### config.mk
export PLATFORM = sky130hd
export DESIGN_NAME = extint_line_ctrl
export DESIGN_NICKNAME = d
export VERILOG_FILES = /design/src/rtl/extint_pkg.sv /design/src/rtl/extint_sync.sv /design/src/rtl/extint_line.sv /design/src/rtl/extint_regs.sv /design/src/rtl/extint_irq_map.sv /design/src/rtl/extint_line_ctrl.sv
export SDC_FILE = /design/constraint.sdc
export NUM_CORES = 1
export LEC_CHECK = 0
export BUFFER_PORTS_ARGS = -buffer_cell sky130_fd_sc_hd__buf_2
export CORE_MARGIN = 4
export CORE_UTILIZATION = 58
export DETAILED_ROUTE_END_ITERATION = 8
export GPL_ROUTABILITY_DRIVEN = 0
export GPL_TIMING_DRIVEN = 0
export PLACE_DENSITY_LB_ADDON = 0.12
export SLEW_MARGIN = 5
export SYNTH_ARGS = -nofsm -noshare
export SYNTH_HDL_FRONTEND = slang
export SYNTH_SLANG_ARGS = --single-unit
### constraint.sdc
create_clock -name clk -period 1.8 [get_ports clk]
set_input_delay 0.18 -clock clk [delete_from_list [all_inputs] [get_ports clk]]
set_output_delay 0.18 -clock clk [all_outputs]
set_load 0.03 [all_outputs]
### src/rtl/extint_pkg.sv
package extint_pkg;

    localparam int unsigned EXT_LINES  = 16;
    localparam int unsigned EXT_PORTS  = 6;
    localparam int unsigned EXT_SEL_W  = 4;
    localparam int unsigned REG_AW     = 3;

    localparam logic [REG_AW-1:0] ADR_MASK = 3'd0;
    localparam logic [REG_AW-1:0] ADR_RISE = 3'd1;
    localparam logic [REG_AW-1:0] ADR_FALL = 3'd2;
    localparam logic [REG_AW-1:0] ADR_PEND = 3'd3;
    localparam int unsigned       ADR_SEL_BASE = 4;

    typedef enum logic {
        LS_SETTLE = 1'b0,
        LS_WATCH  = 1'b1
    } line_state_e;

endpackage

### src/rtl/extint_sync.sv
module extint_sync #(
    parameter int unsigned WIDTH  = 96,
    parameter int unsigned STAGES = 2
) (
    input  logic             clk,
    input  logic             rst_n,
    input  logic [WIDTH-1:0] d,
    output logic [WIDTH-1:0] q
);

    logic [WIDTH-1:0] chain_q [STAGES];

    for (genvar s = 0; s < STAGES; s++) begin : g_stage
        if (s == 0) begin : g_first
            always_ff @(posedge clk or negedge rst_n) begin
                if (!rst_n) chain_q[s] <= '0;
                else        chain_q[s] <= d;
            end
        end else begin : g_next
            always_ff @(posedge clk or negedge rst_n) begin
                if (!rst_n) chain_q[s] <= '0;
                else        chain_q[s] <= chain_q[s-1];
            end
        end
    end

    assign q = chain_q[STAGES-1];

endmodule

### src/rtl/extint_line.sv
module extint_line
    import extint_pkg::*;
#(
    parameter int unsigned PORTS = EXT_PORTS,
    parameter int unsigned SEL_W = EXT_SEL_W
) (
    input  logic             clk,
    input  logic             rst_n,
    input  logic [PORTS-1:0] pins,
    input  logic [SEL_W-1:0] sel,
    input  logic             sel_chg,
    input  logic             rise_en,
    input  logic             fall_en,
    output logic             edge_hit
);

    line_state_e state_q, state_d;
    logic        cur;
    logic        prev_q;

    // port multiplexer: codes beyond the port count give 0
    always_comb begin
        cur = 1'b0;
        for (int p = 0; p < PORTS; p++) begin
            if (sel == SEL_W'(p)) cur = pins[p];
        end
    end

    // state register
    always_ff @(posedge clk or negedge rst_n) begin
        if (!rst_n) state_q <= LS_SETTLE;
        else        state_q <= state_d;
    end

    // transitions
    always_comb begin
        state_d = state_q;
        unique case (state_q)
            LS_SETTLE: state_d = sel_chg ? LS_SETTLE : LS_WATCH;
            LS_WATCH:  state_d = sel_chg ? LS_SETTLE : LS_WATCH;
        endcase
    end

    always_ff @(posedge clk or negedge rst_n) begin
        if (!rst_n) prev_q <= 1'b0;
        else        prev_q <= cur;
    end

    // outputs
    always_comb begin
        edge_hit = 1'b0;
        unique case (state_q)
            LS_SETTLE: edge_hit = 1'b0;
            LS_WATCH:  edge_hit = (rise_en &  cur & ~prev_q) |
                                  (fall_en & ~cur &  prev_q);
        endcase
    end

endmodule

### src/rtl/extint_regs.sv
module extint_regs
    import extint_pkg::*;
#(
    parameter int unsigned LINES         = EXT_LINES,
    parameter int unsigned SEL_W         = EXT_SEL_W,
    parameter int unsigned LINES_PER_SEL = 4,
    parameter int unsigned DW            = 32
) (
    input  logic                   clk,
    input  logic                   rst_n,
    input  logic                   wr_en,
    input  logic [REG_AW-1:0]      addr,
    input  logic [DW-1:0]          wdata,
    input  logic [LINES-1:0]       edge_hit,
    output logic [DW-1:0]          rdata,
    output logic [LINES-1:0]       mask_q,
    output logic [LINES-1:0]       rise_q,
    output logic [LINES-1:0]       fall_q,
    output logic [LINES-1:0]       pend_q,
    output logic [LINES*SEL_W-1:0] sel_flat,
    output logic [LINES-1:0]       sel_chg
);

    localparam int unsigned SEL_REGS = LINES / LINES_PER_SEL;
    localparam int unsigned SEL_BITS = LINES_PER_SEL * SEL_W;

    logic             wr_mask, wr_rise, wr_fall, wr_pend;
    logic [LINES-1:0] pend_clr;
    logic             unused_wdata_hi;

    assign wr_mask  = wr_en && (addr == ADR_MASK);
    assign wr_rise  = wr_en && (addr == ADR_RISE);
    assign wr_fall  = wr_en && (addr == ADR_FALL);
    assign wr_pend  = wr_en && (addr == ADR_PEND);
    assign pend_clr = wr_pend ? wdata[LINES-1:0] : '0;
    assign unused_wdata_hi = ^wdata[DW-1:LINES];

    always_ff @(posedge clk or negedge rst_n) begin
        if (!rst_n) begin
            mask_q <= '0;
            rise_q <= '0;
            fall_q <= '0;
            pend_q <= '0;
        end else begin
            if (wr_mask) mask_q <= wdata[LINES-1:0];
            if (wr_rise) rise_q <= wdata[LINES-1:0];
            if (wr_fall) fall_q <= wdata[LINES-1:0];
            // a new edge wins over a same-cycle clear
            pend_q <= (pend_q & ~pend_clr) | (edge_hit & mask_q);
        end
    end

    for (genvar l = 0; l < LINES; l++) begin : g_sel
        localparam int unsigned GRP = l / LINES_PER_SEL;
        localparam int unsigned FLD = l % LINES_PER_SEL;
        logic [SEL_W-1:0] sel_q;
        logic             hit;

        assign hit        = wr_en && (addr == REG_AW'(ADR_SEL_BASE + GRP));
        assign sel_chg[l] = hit && (wdata[FLD*SEL_W +: SEL_W] != sel_q);

        always_ff @(posedge clk or negedge rst_n) begin
            if (!rst_n)   sel_q <= '0;
            else if (hit) sel_q <= wdata[FLD*SEL_W +: SEL_W];
        end

        assign sel_flat[l*SEL_W +: SEL_W] = sel_q;
    end

    always_comb begin
        rdata = '0;
        if (addr == ADR_MASK) rdata[LINES-1:0] = mask_q;
        if (addr == ADR_RISE) rdata[LINES-1:0] = rise_q;
        if (addr == ADR_FALL) rdata[LINES-1:0] = fall_q;
        if (addr == ADR_PEND) rdata[LINES-1:0] = pend_q;
        for (int g = 0; g < SEL_REGS; g++) begin
            if (addr == REG_AW'(ADR_SEL_BASE + g))
                rdata[SEL_BITS-1:0] = sel_flat[g*SEL_BITS +: SEL_BITS];
        end
    end

endmodule

### src/rtl/extint_irq_map.sv
module extint_irq_map #(
    parameter int unsigned LINES = 16,
    parameter int unsigned SOLO  = 5,
    parameter int unsigned SPLIT = 10
) (
    input  logic [LINES-1:0] req,
    output logic [SOLO+1:0]  irq
);

    for (genvar i = 0; i < SOLO; i++) begin : g_solo
        assign irq[i] = req[i];
    end

    assign irq[SOLO]   = |req[SPLIT-1:SOLO];
    assign irq[SOLO+1] = |req[LINES-1:SPLIT];

endmodule

### src/rtl/extint_line_ctrl.sv
module extint_line_ctrl
    import extint_pkg::*;
#(
    parameter int unsigned LINES         = EXT_LINES,
    parameter int unsigned PORTS         = EXT_PORTS,
    parameter int unsigned SEL_W         = EXT_SEL_W,
    parameter int unsigned LINES_PER_SEL = 4,
    parameter int unsigned SOLO_LINES    = 5,
    parameter int unsigned SPLIT_LINE    = 10,
    parameter int unsigned SYNC_STAGES   = 2,
    parameter int unsigned DW            = 32,
    localparam int unsigned IRQS         = SOLO_LINES + 2,
    localparam int unsigned PINS         = PORTS * LINES
) (
    input  logic              clk,
    input  logic              rst_n,
    input  logic              reg_wr,
    input  logic [REG_AW-1:0] reg_addr,
    input  logic [DW-1:0]     reg_wdata,
    output logic [DW-1:0]     reg_rdata,
    input  logic [PINS-1:0]   gpio_in,
    output logic [IRQS-1:0]   irq
);

    logic [PINS-1:0]        pins_sync;
    logic [LINES-1:0]       edge_hit;
    logic [LINES-1:0]       mask_w, rise_w, fall_w, pend_w;
    logic [LINES*SEL_W-1:0] sel_flat;
    logic [LINES-1:0]       sel_chg;

    extint_sync #(
        .WIDTH  (PINS),
        .STAGES (SYNC_STAGES)
    ) u_sync (
        .clk   (clk),
        .rst_n (rst_n),
        .d     (gpio_in),
        .q     (pins_sync)
    );

    for (genvar l = 0; l < LINES; l++) begin : g_line
        logic [PORTS-1:0] pins_l;
        for (genvar p = 0; p < PORTS; p++) begin : g_pin
            assign pins_l[p] = pins_sync[p*LINES + l];
        end

        extint_line #(
            .PORTS (PORTS),
            .SEL_W (SEL_W)
        ) u_line (
            .clk      (clk),
            .rst_n    (rst_n),
            .pins     (pins_l),
            .sel      (sel_flat[l*SEL_W +: SEL_W]),
            .sel_chg  (sel_chg[l]),
            .rise_en  (rise_w[l]),
            .fall_en  (fall_w[l]),
            .edge_hit (edge_hit[l])
        );
    end

    extint_regs #(
        .LINES         (LINES),
        .SEL_W         (SEL_W),
        .LINES_PER_SEL (LINES_PER_SEL),
        .DW            (DW)
    ) u_regs (
        .clk      (clk),
        .rst_n    (rst_n),
        .wr_en    (reg_wr),
        .addr     (reg_addr),
        .wdata    (reg_wdata),
        .edge_hit (edge_hit),
        .rdata    (reg_rdata),
        .mask_q   (mask_w),
        .rise_q   (rise_w),
        .fall_q   (fall_w),
        .pend_q   (pend_w),
        .sel_flat (sel_flat),
        .sel_chg  (sel_chg)
    );

    extint_irq_map #(
        .LINES (LINES),
        .SOLO  (SOLO_LINES),
        .SPLIT (SPLIT_LINE)
    ) u_map (
        .req (pend_w & mask_w),
        .irq (irq)
    );

endmodule

==> impl_metrics.json <==
{
  "totalWireLength_mm": 36.83,
  "power_density_nw_per_um2": 1241,
  "path_depth": 5,
  "hold_path_depth": 3,
  "h-tree-depth": 2,
  "drtAntennaViolNets": 0,
  "grt_max_degree": 121,
  "crit_family": "flip-flops",
  "ir_drop_v": 0.0008173,
  "ys_async_sr_fraction_pct": 100.0,
  "violations": "setup timing",
  "timing.final.crit_period_ns": 2.030,
  "insertion_delay_ns": 0.52,
  "synth.cell_area_um2": 14010,
  "numCtsBuffers": 36,
  "grt_usage_pct": 28.36,
  "gr-total-overflow": 0,
  "syn2layout_area_growth_pct": 29.80,
  "dp_hpwl_mm": 22.81,
  "dr.pass1.iters": 6,
  "reg2reg_depth": 4,
  "dpl_cell_area_um2": 15260,
  "synth_flop_cell": "dfrtp_1",
  "setup.worst_path.end_class": "output pin",
  "drc": 0,
  "crit_path_top_delay_cell": "dfrtp_1",
  "worstMarginPinSlew_ns": 0.7902,
  "ys_seq_area_share_pct": 62.86,
  "die_area_um2": 26710,
  "crit_type": "reg -> out",
  "nNetsFinal": 1496,
  "fin_crit_sh_pct": 112.8,
  "synth_cells": 1016,
  "power_leakage_nw": 8.222,
  "grt_pass1_wl_mm": 57.54,
  "start_kind": "flip-flop",
  "max-clock-path-buffers": 3,
  "wl_per_cell_um": 21.54,
  "slowest_delay_ns": 0.39,
  "path_clk_slew_ns": 0.07,
  "yosysTopAreaCell": "dfrtp_1",
  "maxSlewViolCount": 0,
  "vias": 9819,
  "grt_pass1_vias": 10260,
  "postLayoutCellArea_um2": 18190,
  "fin_worst_skew_ns": 0.01436,
  "rsz0062_at_grt": "true",
  "port_buffers": 139,
  "clock_sinks": 352,
  "slew_headroom_pct": 46.63,
  "cts_root_buf": "clkbuf_16",
  "setup_tns_ns": -2.950,
  "drt_iter0_drc": 997,
  "crit_required_ns": 1.62,
  "avgSynthCellArea_um2": 13.79,
  "n_fill_cell": 1467,
  "yosys_warnings": 0,
  "synth_most_common_cell": "dfrtp_1",
  "fp.coreArea_um2": 23610,
  "finalWorstSetupSlack_ns": -0.2295,
  "antenna_found_initial": 2,
  "crit_fanout": 2,
  "cts_tree": "built",
  "ys_types": 48,
  "synthTopCellsByArea": "dfrtp_1 (63%), mux2_2 (5.7%), mux4_2 (4.7%), mux2i_1 (4.1%), xor2_1 (3.0%)",
  "outcome": "complete, but fails checks",
  "power_w": 0.02257,
  "io_pins": 173,
  "crit_chain": "mux2i_1 -> or3_1 -> a21oi_2 -> o22a_1 -> buf_6",
  "cp.arrival_ns": 1.85,
  "die_x_um": 163.4,
  "synth_common_cells": "dfrtp_1 (352), nand2_1 (107), mux2_2 (71), mux2i_1 (58), xor2_1 (48)",
  "drive_above_1_share_pct": 33.77,
  "synth_edf_count": 0,
  "drv_cap": 0,
  "fmax_mhz": 492.7,
  "setup_viol": 17,
  "synth_seq_cells": 352,
  "initial_utilization_pct": 59.35,
  "std_cell_rows": 56,
  "min_path_type": "in -> reg",
  "place_ws_ns": -0.4093,
  "yosys.area.top_type_share_pct": 62.86,
  "worst-path-buf-inv": 1,
  "die_height_um": 163.4,
  "via_per_inst": 5.742,
  "hold_ws_ns": 0.04703,
  "hold_violations": 0
}
-- path summary, 6_finish.rpt --
check                                          start                         to  slack (ns)
hold reg to reg                  u_sync.chain_q[181]               u_sync.q[85]        0.34
min in group asynchronous                      rst_n                u_sync.q[5]        0.25
max in group asynchronous                      rst_n        u_sync.chain_q[187]        0.41
hold / removal                         reg_wdata[12]  g_line[15].u_line.state_q        0.05
setup / recovery                    u_regs.mask_q[8]               reg_rdata[8]       -0.23
setup reg to reg           u_regs.g_sel[13].sel_q[0]          u_regs.pend_q[13]        0.10
-- layer usage --
metal / wire (um) / track usage (%)
met1: 14720 / 38.41
met2: 17850 / 46.40
met3: 2881 / 5.324
met4: 1367 / 10.56
met5: 8 / 0
-- layout by cell type, fill, tap and decap left out, types with 13 or more instances in the layout --
master and instances:
a21oi_2 25, mux4_2 29, nor2_1 34, xor2_1 48, clkbuf_1 27, buf_4 85
xnor2_1 16, inv_1 31, nand2_1 107, dfrtp_2 13, mux2_2 70, mux2i_1 57
a21boi_0 15, dfrtp_1 339, a41oi_1 30, conb_1 16, a21oi_1 18, clkbuf_16 37
o41ai_1 26, buf_6 17, buf_2 135, dlygate4sd3_1 98
-- worst min-delay path, cell delays in order --
cell	delay [ns]
buf_2	0.13
xor2_1	0.12
o41ai_1	0.09
-- through the flow --
step           util [%]  cells
2_1_floorplan         -   1031
3_3_place_gp      64.22   1489
3_5_place_dp      64.61   1492
4_1_cts           76.50   1703
5_1_grt           77.02   1709
6_report          77.03   1710
-- cell type report --
class	count	area, um2	share of cell area (%)
sequential	352	8825	48.51
clock buffer	54	1080	5.936
antenna	2	5.005	0.02751
tap	319	399.1	2.194
buffer	69	415.4	2.284
clock inverter	11	162.7	0.8942
inverter	31	116.4	0.6397
timing repair buffer	293	2272	12.49
multi-input combinational	579	4915	27.02
-- logic make-up after synthesis --
group	share of synthesized area, %
other	0.02676
AO/OA/AOI/OAI	8.402
AND/OR/NAND/NOR	5.455
buffers and inverters	3.679
flip-flops	62.86
XOR/XNOR	4.000
multiplexers	15.58
-- report_power, final --
| part | switching (W) | internal, W | total [W] | leakage, nW |
|---|---|---|---|---|
| Combinational | 0.00236 | 0.00249 | 0.00485 | 3.50 |
| Clock | 0.00303 | 0.00473 | 0.00776 | 0.615 |
| Sequential | 0.000993 | 0.00897 | 0.00996 | 4.11 |
| Total | 0.00638 | 0.0162 | 0.0226 | 8.22 |
-- registers in the layout, summed over array words and instances (netlist names) --
name and cells:
g_line.u_line.prev_q 16, g_line.u_line.state_q 16, u_regs.fall_q 16, u_regs.g_sel.sel_q 64, u_regs.mask_q 16, u_regs.pend_q 16, u_regs.rise_q 16, u_sync.chain_q 96
u_sync.q 96
-- what timing repair did --
item	in CTS	in global routing
gates resized for setup	71	23
endpoints found under the setup margin	17	18
setup buffers	48	5
hold endpoints to repair	186	0
pin swaps	21	5
hold buffers	98	0
Power figures use the tool's default switching activity.
